[config.mk]
export PLATFORM = sky130hd
export DESIGN_NAME = adc_seq
export DESIGN_NICKNAME = d
export VERILOG_FILES = /design/src/rtl/adc_seq_pkg.sv /design/src/rtl/adc_seq_ctrl.sv /design/src/rtl/adc_seq_dp.sv /design/src/rtl/adc_seq.sv
export SDC_FILE = /design/constraint.sdc
export NUM_CORES = 1
export LEC_CHECK = 0
export ABC_AREA = 1
export BUFFER_PORTS_ARGS = -buffer_cell sky130_fd_sc_hd__buf_4
export CAP_MARGIN = 20
export CORE_MARGIN = 2
export CORE_UTILIZATION = 40
export DETAILED_ROUTE_END_ITERATION = 8
export HOLD_SLACK_MARGIN = 0.12
export SETUP_SLACK_MARGIN = 0.02
export SLEW_MARGIN = 5
export SYNTH_ARGS = -nofsm -noshare
export SYNTH_HDL_FRONTEND = slang
export SYNTH_SLANG_ARGS = --single-unit
[constraint.sdc]
create_clock -name clk -period 3.9 [get_ports clk]
set_input_delay 0.39 -clock clk [delete_from_list [all_inputs] [get_ports clk]]
set_output_delay 0.39 -clock clk [all_outputs]
set_load 0.02 [all_outputs]
[src/rtl/adc_seq_pkg.sv]
package adc_seq_pkg;
  localparam int REG_W    = 8;
  localparam int SEL_W    = 5;
  localparam int CH_IDX_W = 2;
  localparam logic [SEL_W-1:0] SEL_OFF = 5'h1F;

  localparam logic [3:0] ADDR_CTRL   = 4'd0;
  localparam logic [3:0] ADDR_STAT   = 4'd1;
  localparam logic [3:0] ADDR_MASK   = 4'd2;
  localparam logic [3:0] ADDR_SETTLE = 4'd3;
  localparam logic [3:0] ADDR_SEL0   = 4'd4;
  localparam logic [3:0] ADDR_DATA0  = 4'd8;

  typedef enum logic [2:0] {
    ST_IDLE, ST_ACT, ST_START, ST_NEXT, ST_SETTLE, ST_CONV, ST_EOC
  } seqState_t;

  typedef struct packed {
    logic                loadSnap;
    logic                store;
    logic [CH_IDX_W-1:0] storeIdx;
    logic                setEoc;
  } seqStrobe_t;
endpackage

[src/rtl/adc_seq_ctrl.sv]
module adc_seq_ctrl
  import adc_seq_pkg::*;
#(
  parameter int NCH        = 3,
  parameter int DLY_W      = 8,
  parameter int ACT_CYCLES = 20000
) (
  input  logic                      clk,
  input  logic                      rstN,
  input  logic                      warmRst,
  input  logic                      enable,
  input  logic [NCH-1:0][SEL_W-1:0] selSnap,
  input  logic [DLY_W-1:0]          settleVal,
  input  logic                      convDone,
  output logic                      convReq,
  output logic                      convCal,
  output logic [SEL_W-1:0]          convSel,
  output seqStrobe_t                strobe
);
  localparam int STEP_W = $clog2(NCH + 2);
  localparam int ACT_W  = $clog2(ACT_CYCLES + 1);
  localparam int CNT_W  = (ACT_W > DLY_W) ? ACT_W : DLY_W;
  localparam logic [STEP_W-1:0] LAST_STEP = STEP_W'(NCH + 1);

  seqState_t           stateQ;
  logic [STEP_W-1:0]   stepQ;
  logic [CNT_W-1:0]    cntQ;
  logic [CH_IDX_W-1:0] chIdx;

  assign chIdx = CH_IDX_W'(stepQ - STEP_W'(1));

  always_ff @(posedge clk or negedge rstN) begin
    if (!rstN) begin
      stateQ <= ST_IDLE;
      stepQ  <= '0;
      cntQ   <= '0;
    end else if (warmRst || !enable) begin
      stateQ <= ST_IDLE;
      stepQ  <= '0;
    end else begin
      unique case (stateQ)
        ST_IDLE: begin
          stateQ <= ST_ACT;
          cntQ   <= CNT_W'(ACT_CYCLES - 1);
        end
        ST_ACT: begin
          if (cntQ == '0) stateQ <= ST_START;
          else            cntQ   <= cntQ - CNT_W'(1);
        end
        ST_START: begin
          stepQ  <= '0;
          stateQ <= ST_NEXT;
        end
        ST_NEXT: begin
          if (stepQ == LAST_STEP) begin
            stateQ <= ST_EOC;
          end else if (stepQ != '0 && selSnap[chIdx] == SEL_OFF) begin
            stepQ <= stepQ + STEP_W'(1);
          end else begin
            cntQ   <= CNT_W'(settleVal);
            stateQ <= ST_SETTLE;
          end
        end
        ST_SETTLE: begin
          if (cntQ == '0) stateQ <= ST_CONV;
          else            cntQ   <= cntQ - CNT_W'(1);
        end
        ST_CONV: begin
          if (convDone) begin
            stepQ  <= stepQ + STEP_W'(1);
            stateQ <= ST_NEXT;
          end
        end
        ST_EOC:  stateQ <= ST_START;
        default: stateQ <= ST_IDLE;
      endcase
    end
  end

  always_comb begin
    strobe          = '0;
    strobe.loadSnap = (stateQ == ST_START);
    strobe.store    = (stateQ == ST_CONV) && convDone && (stepQ != '0);
    strobe.storeIdx = chIdx;
    strobe.setEoc   = (stateQ == ST_EOC);
  end

  assign convReq = (stateQ == ST_CONV);
  assign convCal = (stepQ == '0);
  assign convSel = (stepQ == '0) ? '0 : selSnap[chIdx];
endmodule

[src/rtl/adc_seq_dp.sv]
module adc_seq_dp
  import adc_seq_pkg::*;
#(
  parameter int NCH   = 3,
  parameter int DLY_W = 8
) (
  input  logic                      clk,
  input  logic                      rstN,
  input  logic                      warmRst,
  input  logic                      idleReq,
  input  logic                      regWr,
  input  logic [3:0]                regAddr,
  input  logic [REG_W-1:0]          regWrData,
  output logic [REG_W-1:0]          regRdData,
  input  seqStrobe_t                strobe,
  input  logic [REG_W-1:0]          convData,
  output logic                      enableQ,
  output logic [NCH-1:0][SEL_W-1:0] selSnap,
  output logic [DLY_W-1:0]          settleVal,
  output logic                      irq
);
  localparam int NFLAG = NCH + 1;

  logic [NFLAG-1:0]            maskQ, flagQ, setVec, clrVec;
  logic [NCH-1:0][SEL_W-1:0]   selQ;
  logic [NCH-1:0][REG_W-1:0]   dataQ;
  logic [DLY_W-1:0]            settleQ;

  always_ff @(posedge clk or negedge rstN) begin
    if (!rstN)                              enableQ <= 1'b0;
    else if (warmRst || idleReq)            enableQ <= 1'b0;
    else if (regWr && regAddr == ADDR_CTRL) enableQ <= regWrData[0];
  end

  always_ff @(posedge clk or negedge rstN) begin
    if (!rstN)                              maskQ <= '0;
    else if (warmRst)                       maskQ <= '0;
    else if (regWr && regAddr == ADDR_MASK) maskQ <= regWrData[NFLAG-1:0];
  end

  always_ff @(posedge clk or negedge rstN) begin
    if (!rstN)                                settleQ <= '0;
    else if (regWr && regAddr == ADDR_SETTLE) settleQ <= regWrData[DLY_W-1:0];
  end

  assign setVec[0] = strobe.setEoc;
  assign clrVec    = (regWr && regAddr == ADDR_STAT) ? regWrData[NFLAG-1:0] : '0;

  for (genvar i = 0; i < NCH; i++) begin : g_chan
    assign setVec[i+1] = strobe.store && (strobe.storeIdx == CH_IDX_W'(i));

    always_ff @(posedge clk or negedge rstN) begin
      if (!rstN)                                      selQ[i] <= SEL_OFF;
      else if (regWr && regAddr == ADDR_SEL0 + 4'(i)) selQ[i] <= regWrData[SEL_W-1:0];
    end

    always_ff @(posedge clk or negedge rstN) begin
      if (!rstN)              selSnap[i] <= SEL_OFF;
      else if (strobe.loadSnap) selSnap[i] <= selQ[i];
    end

    always_ff @(posedge clk or negedge rstN) begin
      if (!rstN)          dataQ[i] <= '0;
      else if (setVec[i+1]) dataQ[i] <= convData;
    end
  end

  always_ff @(posedge clk or negedge rstN) begin
    if (!rstN)        flagQ <= '0;
    else if (warmRst) flagQ <= '0;
    else              flagQ <= (flagQ & ~clrVec) | setVec;
  end

  assign irq       = |(flagQ & maskQ);
  assign settleVal = settleQ;

  always_comb begin
    regRdData = '0;
    unique case (regAddr)
      ADDR_CTRL:   regRdData[0]         = enableQ;
      ADDR_STAT:   regRdData[NFLAG-1:0] = flagQ;
      ADDR_MASK:   regRdData[NFLAG-1:0] = maskQ;
      ADDR_SETTLE: regRdData[DLY_W-1:0] = settleQ;
      default: begin
        for (int i = 0; i < NCH; i++) begin
          if (regAddr == ADDR_SEL0 + 4'(i))  regRdData[SEL_W-1:0] = selQ[i];
          if (regAddr == ADDR_DATA0 + 4'(i)) regRdData            = dataQ[i];
        end
      end
    endcase
  end
endmodule

[src/rtl/adc_seq.sv]
module adc_seq
  import adc_seq_pkg::*;
#(
  parameter int NCH        = 3,
  parameter int DLY_W      = 8,
  parameter int ACT_CYCLES = 20000
) (
  input  logic             clk,
  input  logic             rstN,
  input  logic             warmRst,
  input  logic             idleReq,
  input  logic             regWr,
  input  logic [3:0]       regAddr,
  input  logic [REG_W-1:0] regWrData,
  output logic [REG_W-1:0] regRdData,
  output logic             convReq,
  output logic             convCal,
  output logic [SEL_W-1:0] convSel,
  input  logic             convDone,
  input  logic [REG_W-1:0] convData,
  output logic             irq
);
  seqStrobe_t                strobe;
  logic                      enableQ;
  logic [NCH-1:0][SEL_W-1:0] selSnap;
  logic [DLY_W-1:0]          settleVal;

  adc_seq_ctrl #(.NCH(NCH), .DLY_W(DLY_W), .ACT_CYCLES(ACT_CYCLES)) uCtrl (
    .clk(clk), .rstN(rstN), .warmRst(warmRst), .enable(enableQ),
    .selSnap(selSnap), .settleVal(settleVal), .convDone(convDone),
    .convReq(convReq), .convCal(convCal), .convSel(convSel), .strobe(strobe)
  );

  adc_seq_dp #(.NCH(NCH), .DLY_W(DLY_W)) uDp (
    .clk(clk), .rstN(rstN), .warmRst(warmRst), .idleReq(idleReq),
    .regWr(regWr), .regAddr(regAddr), .regWrData(regWrData), .regRdData(regRdData),
    .strobe(strobe), .convData(convData), .enableQ(enableQ), .selSnap(selSnap),
    .settleVal(settleVal), .irq(irq)
  );
endmodule

After elaboration in Yosys (flattened, before gate mapping)
Index checks and enable logic that the tools add are counted.
{"block": "word_totals", "ff_bits": 92, "in_bits": 26, "output_inout_bits": 16, "word_cells": 119}
{"block": "op_classes", "n_reduce_logical": 32, "muxes": 34, "n_bitwise": 5, "addsub": 3, "eq_ne": 28, "order_cmp": 1}
{"op": "15-bit two-way mux", "n": 3}
{"op": "15-bit case mux with 3 select lines", "n": 1}
{"op": "3-bit two-way mux", "n": 10}
{"op": "5-bit two-way mux", "n": 5}
{"op": "8-bit two-way mux", "n": 3}
{"op": "3-bit case mux with 7 select lines", "n": 1}
{"op": "4-bit two-way mux", "n": 4}
{"op": "15-bit zero test", "n": 1}
{"op": "15-bit by 1-bit subtractor with 15-bit output, second input constant", "n": 1}
{"op": "1-bit logical AND", "n": 13}
{"op": "3-bit == test, second input constant", "n": 4}
{"op": "4-bit by 3-bit == test with 1-bit output, second input constant", "n": 3}
{"op": "4-bit == test, second input constant", "n": 3}
{"op": "3-bit by 1-bit inequality test with 1-bit output, second input constant", "n": 4}
{"op": "3-bit case mux with 4 select lines", "n": 1}
{"op": "5-bit binary-select mux with 2-bit select", "n": 1}
{"op": "3-bit case mux with 3 select lines", "n": 1}
{"op": "4-bit AND", "n": 2}
{"op": "4-bit by 2-bit == test with 1-bit output, second input constant", "n": 2}
{"op": "4-bit case mux with 2 select lines", "n": 1}
{"op": "4-bit AND reduction", "n": 2}
{"op": "3-bit by 2-bit == test with 1-bit output, second input constant", "n": 2}
{"op": "3-bit zero test", "n": 2}
{"op": "2-bit inequality test, second input constant", "n": 3}
{"op": "26 further kinds", "n": 30}

Logic depth before layout (Yosys ltp)
{"block": "logic_depth", "depth_word": 9, "mapped_depth": 15}

By module
A second synthesis with hierarchy kept.
{"block": "unflattened", "cells_unflattened": 670, "hier_area_um2": 5201.2}
{"module": "adc_seq_dp", "n_inst": 1, "cells_per_inst": 356, "area_each_um2": 3246.9}
{"module": "adc_seq_ctrl", "n_inst": 1, "cells_per_inst": 314, "area_each_um2": 1954.4}

Least setup slack after synthesis
Ideal clock, no wire load.
{"block": "synth_path", "path_type": "register to register", "startpoint": "register uCtrl.stepQ[0]", "endpoint": "register uCtrl.cntQ[4]", "stages_incl_launch_ff": 15, "path_slack_ps": 1816, "period_less_slack_ps": 2084, "setup_time_ps": 65, "t_required_ps": 3835, "arrival_ps": 2019, "path_cell_list": "dfrtp_1 > buf_6 > inv_6 > ha_1 > inv_2 > nand2_1 > o21ai_0 > a21oi_2 > nand2_2 > nand2_2 > nand2_4 > nand2_4 > buf_12 > nand2_1 > nand2_1"}
{"block": "synth_via", "elab_chain_cells": 7, "elab_cells_between_ends": 10, "classes_between": "add/sub (1); eq/ne (4); mux (2); reduce/logical (3)"}
{"element": "from (decl)", "line_no": "adc_seq_ctrl.sv:26", "source": "logic [STEP_W-1:0] stepQ;"}
{"element": "from (signal assigned)", "line_no": "adc_seq_ctrl.sv:58", "source": "stepQ <= stepQ + STEP_W'(1);"}
{"element": "from (signal assigned)", "line_no": "adc_seq_ctrl.sv:70", "source": "stepQ <= stepQ + STEP_W'(1);"}
{"element": "2-bit by 1-bit subtractor with 2-bit output", "line_no": "adc_seq_ctrl.sv:30", "source": "assign chIdx = CH_IDX_W'(stepQ - STEP_W'(1));"}
{"element": "5-bit binary-select mux with 2-bit select", "line_no": "adc_seq_ctrl.sv:57", "source": "end else if (stepQ != '0 && selSnap[chIdx] == SEL_OFF) begin"}
{"element": "5-bit two-way mux (not written as such)", "line_no": "adc_seq_ctrl.sv:57"}
{"element": "5-bit == test", "line_no": "adc_seq_ctrl.sv:57"}
{"element": "1-bit logical AND", "line_no": "adc_seq_ctrl.sv:57"}
{"element": "2-bit inequality test (no source line)"}
{"element": "5-bit AND reduction (no source line) *"}
{"element": "to (signal assigned)", "line_no": "adc_seq_ctrl.sv:48", "source": "else cntQ <= cntQ - CNT_W'(1);"}
{"element": "to (signal assigned)", "line_no": "adc_seq_ctrl.sv:60", "source": "cntQ <= CNT_W'(settleVal);"}
{"element": "to (signal assigned)", "line_no": "adc_seq_ctrl.sv:66", "source": "else cntQ <= cntQ - CNT_W'(1);"}
{"element": "to (decl)", "line_no": "adc_seq_ctrl.sv:27", "source": "logic [CNT_W-1:0] cntQ;"}
Every way passes the cells marked *; elsewhere a longest branch is shown, timed or not. The select of a mux whose other input is x is not followed.
A chain may end at the register's enable or synchronous reset.

Worst setup path in the final report
{"block": "layout_path", "startpoint": "register uCtrl.stepQ[0]", "endpoint": "output port convSel[4]"}
{"block": "layout_via", "elab_chain_cells": 4, "elab_cells_between_ends": 5, "classes_between": "add/sub (1); mux (3); reduce/logical (1)"}
{"element": "2-bit by 1-bit subtractor with 2-bit output", "line_no": "adc_seq_ctrl.sv:30"}
{"element": "5-bit binary-select mux with 2-bit select", "line_no": "adc_seq_ctrl.sv:90", "source": "assign convSel = (stepQ == '0) ? '0 : selSnap[chIdx];"}
{"element": "5-bit two-way mux (not written as such)", "line_no": "adc_seq_ctrl.sv:90"}
{"element": "5-bit two-way mux *", "line_no": "adc_seq_ctrl.sv:90"}
{"element": "to (decl)", "line_no": "adc_seq.sv:18", "source": "output logic [SEL_W-1:0] convSel,"}
Marked as above.

==> metrics.yaml <==
critical_path_class: "reg2out"
grt_start_max_net_pins: 73
grt.total_usage: 0.1954
place_area_um2: 5285
finalSetupTns_ns: 0
arrival_ns: 2.21
synth_edf_count: 0
avgSynthCellArea_um2: 7.941
slew_violations: 0
max_slew_margin: 0.3994
vias: 4232
path_buf_inv: 3
finalClockSkew_ns: 0.01063
dr_wl_met2_mm: 5.742
yosys_warnings: 0
reg2reg_setup_slack_ns: 1.48
grt_pass1_wl_mm: 20.13
synth_cells: 615
seq_area_um2: 2340
swShare: 0.2747
setup_viol: 0
max_cap_violations: 0
combPwrFrac: 0.134
fin_area_um2: 5587
hold_buffers: 0
synth_commonest_cells: "nand2_1 (163), o21ai_0 (70), inv_1 (65), dfrtp_1 (62), nor2_1 (53)"
ys_ff_latch: 92
drive_above_1_share: 0.1821
yosysSeqAreaShare: 0.4791
synth.most_common_cell: "nand2_1"
synth.largest_area_cell: "dfrtp_1"
critPathMaxFanout: 12
core_area_um2: 11960
worst_path_max_delay_cell: "dfrtp_1"
path_delay_family: "flip-flops"
crit_path_start_kind: "register"
critical_path.endpoint_type: "primary output"
min_path_type: "in2async"
timing.hold.ws_ns: 0.1714
drt-total-wl_mm: 12.20
drtPass1Iterations: 4
rsz0062_at_grt: "no"
cts_tree: "done"
netlist_area_um2: 4883
fin_crit_sh: 0.6672
crit_path_cell_trace: "inv_6 > ha_1 > inv_2 > nand2_1 > o21ai_0 > a21oi_2 > buf_4"
syn-num-nets: 648
synth.distinct_cells: 42
port_buffers: 41
nets: 687
fmax_mhz: 384.3
gp_congestion: 0.8673
cts_buffers: 9
antenna_found_initial: 0
fin_crit_ns: 2.602
peakVddDrop_v: 0.0002410
rr_worst_depth: 13
leakagePower_uw: 0.002613
yosysTopAreaCellShare: 0.3177
detail_route.wl_per_cell_um: 15.13
worstSkewPairLatency_ns: 0.34
cp.required_ns: 3.51
clock-root-buffer: "clkbuf_16"
antenna_cells: 0
r2r-start: "uCtrl.stepQ[0]$_DFFE_PN0P_"
outcome: "finished, final reports clean"
start_util: 0.4083
highest_layer: "met4"
pwr-share-seq: 0.491
wl_met3_um: 594
cts_resized: 0
place_hpwl_mm: 9.058
clock-sinks: 92
viasPerCell: 5.251
slowest_delay_ns: 0.66
drt.antenna.violating_nets: 0
io_pins: 42
tightest_slew_ns: 0.9009
fillers: 1183
htreeDepth: 3
post-cts-setup-buffers: 0
cts_buffer_depth: 2
drt-met1-wl_mm: 5.622
clk_pin_slew_ns: 0.07
worstReg2RegEnd: "uCtrl.cntQ[3]$_DFFE_PN0P_"
drcViolationCount: 0
internal_power_uw: 1708
area_growth_pct: 14.40
synthArstFlopShare: 1.000
synthTopCellsByArea: "dfrtp_1 (32%), dfstp_2 (16%), nand2_1 (13%)"
synthFlopType: "dfrtp_1"
p_clk_frac: 0.375
cellPowerDensity_nw_per_um2: 421.6
grt_pass1_vias: 4054
finalHoldViolations: 0
grt.overflow.total: 0
placementRows: 40
dieWidth_um: 114.5
p_switching_uw: 647.0
die_area_um2: 13110
fp.dieH_um: 114.5
initialDrtViolationCount: 289
multi_input_area_um2: 2171
-- power by group through the flow --
stage                     clock network (uW)  registers [uW]  logic (uW)
after floorplan                            0            1140         213
after global placement                     0            1170         308
after detailed placement                   0            1170         315
after CTS                                908            1150         318
after global routing                     949            1170         364
final                                    883            1160         316
-- per-layer routing --
layer	up-vias	track usage
met2	114	0.3298
met1	2005	0.2548
met5	-	0
met3	16	0.03547
li1	2097	-
met4	0	0.06179
-- sequential cells by signal, summed over array words and instances, names as in the netlist --
name,flops
uDp.settleVal,8
uCtrl.stepQ,3
uCtrl.cntQ,15
uDp.flagQ,4
uDp.selQ,15
uDp.dataQ,24
uCtrl.stateQ,3
uDp.enableQ,1
uDp.selSnap,15
uDp.maskQ,4
-- logic make-up after synthesis --
logic type,after synthesis,share of synthesized area
AOI/OAI and AO/OA,132,0.1522
xor gates and xnor gates,6,0.01076
adders and majority gates,7,0.01793
buffers and inverters,86,0.07635
DFF,92,0.4791
muxes,6,0.01383
and+or+nand+nor,286,0.2498
-- cell type report --
type                       count  area share
clock inverter                 6     0.01120
sequential                    92      0.4188
tap                          147     0.03292
multi-input combinational    437      0.3886
clock buffer                  10     0.04278
inverter                      72     0.04927
timing repair buffer          42     0.05644
-- through the flow --
stage          setup slack (ns)  total power (uW)  std cells  utilization
2_1_floorplan             1.816              1355        615            -
3_3_place_gp              1.526              1477        790       0.4418
3_5_place_dp              1.486              1486        790       0.4418
4_1_cts                   1.277              2380        806       0.4671
5_1_grt                   1.129              2480        806       0.4671
6_report                  1.298              2355        806       0.4671
-- worst max path at each step --
stage | from | to | slack [ns] | depth (start not counted)
4_1_cts | uCtrl.stepQ[0]$_DFFE_PN0P_ | convSel[4] | 1.28 | 7
2_1_floorplan | uCtrl.stepQ[0]$_DFFE_PN0P_ | uCtrl.cntQ[4]$_DFFE_PN0P_ | 1.82 | 14
3_5_place_dp | uCtrl.stepQ[0]$_DFFE_PN0P_ | uCtrl.cntQ[3]$_DFFE_PN0P_ | 1.49 | 13
5_1_grt | uCtrl.stepQ[0]$_DFFE_PN0P_ | convSel[4] | 1.13 | 7
3_3_place_gp | uCtrl.stepQ[0]$_DFFE_PN0P_ | uCtrl.cntQ[5]$_DFFE_PN0P_ | 1.53 | 13
6_report | uCtrl.stepQ[0]$_DFFE_PN0P_ | convSel[4] | 1.30 | 7
-- cells in the final DEF, fill, tap and decap left out, types with 2 or more instances in the layout --
cell / instances
nand2_1: 163
o21ai_0: 70
inv_1: 65
dfrtp_1: 62
nor2_1: 53
nand3_1: 43
buf_4: 42
a21oi_1: 30
dfstp_2: 30
o22ai_1: 10
nand2_2: 9
clkbuf_16: 9
ha_1: 7
inv_2: 6
mux2_2: 6
nand4_1: 5
a221oi_1: 4
xnor2_1: 4
a32o_1: 3
o211ai_1: 3
nor2_4: 3
clkinv_2: 3
nor2_2: 2
or2_2: 2
o2bb2ai_1: 2
inv_6: 2
nor3_1: 2
o21ai_1: 2
nand2_4: 2
xor2_1: 2
Note: power is estimated with default switching activity, not from simulation.
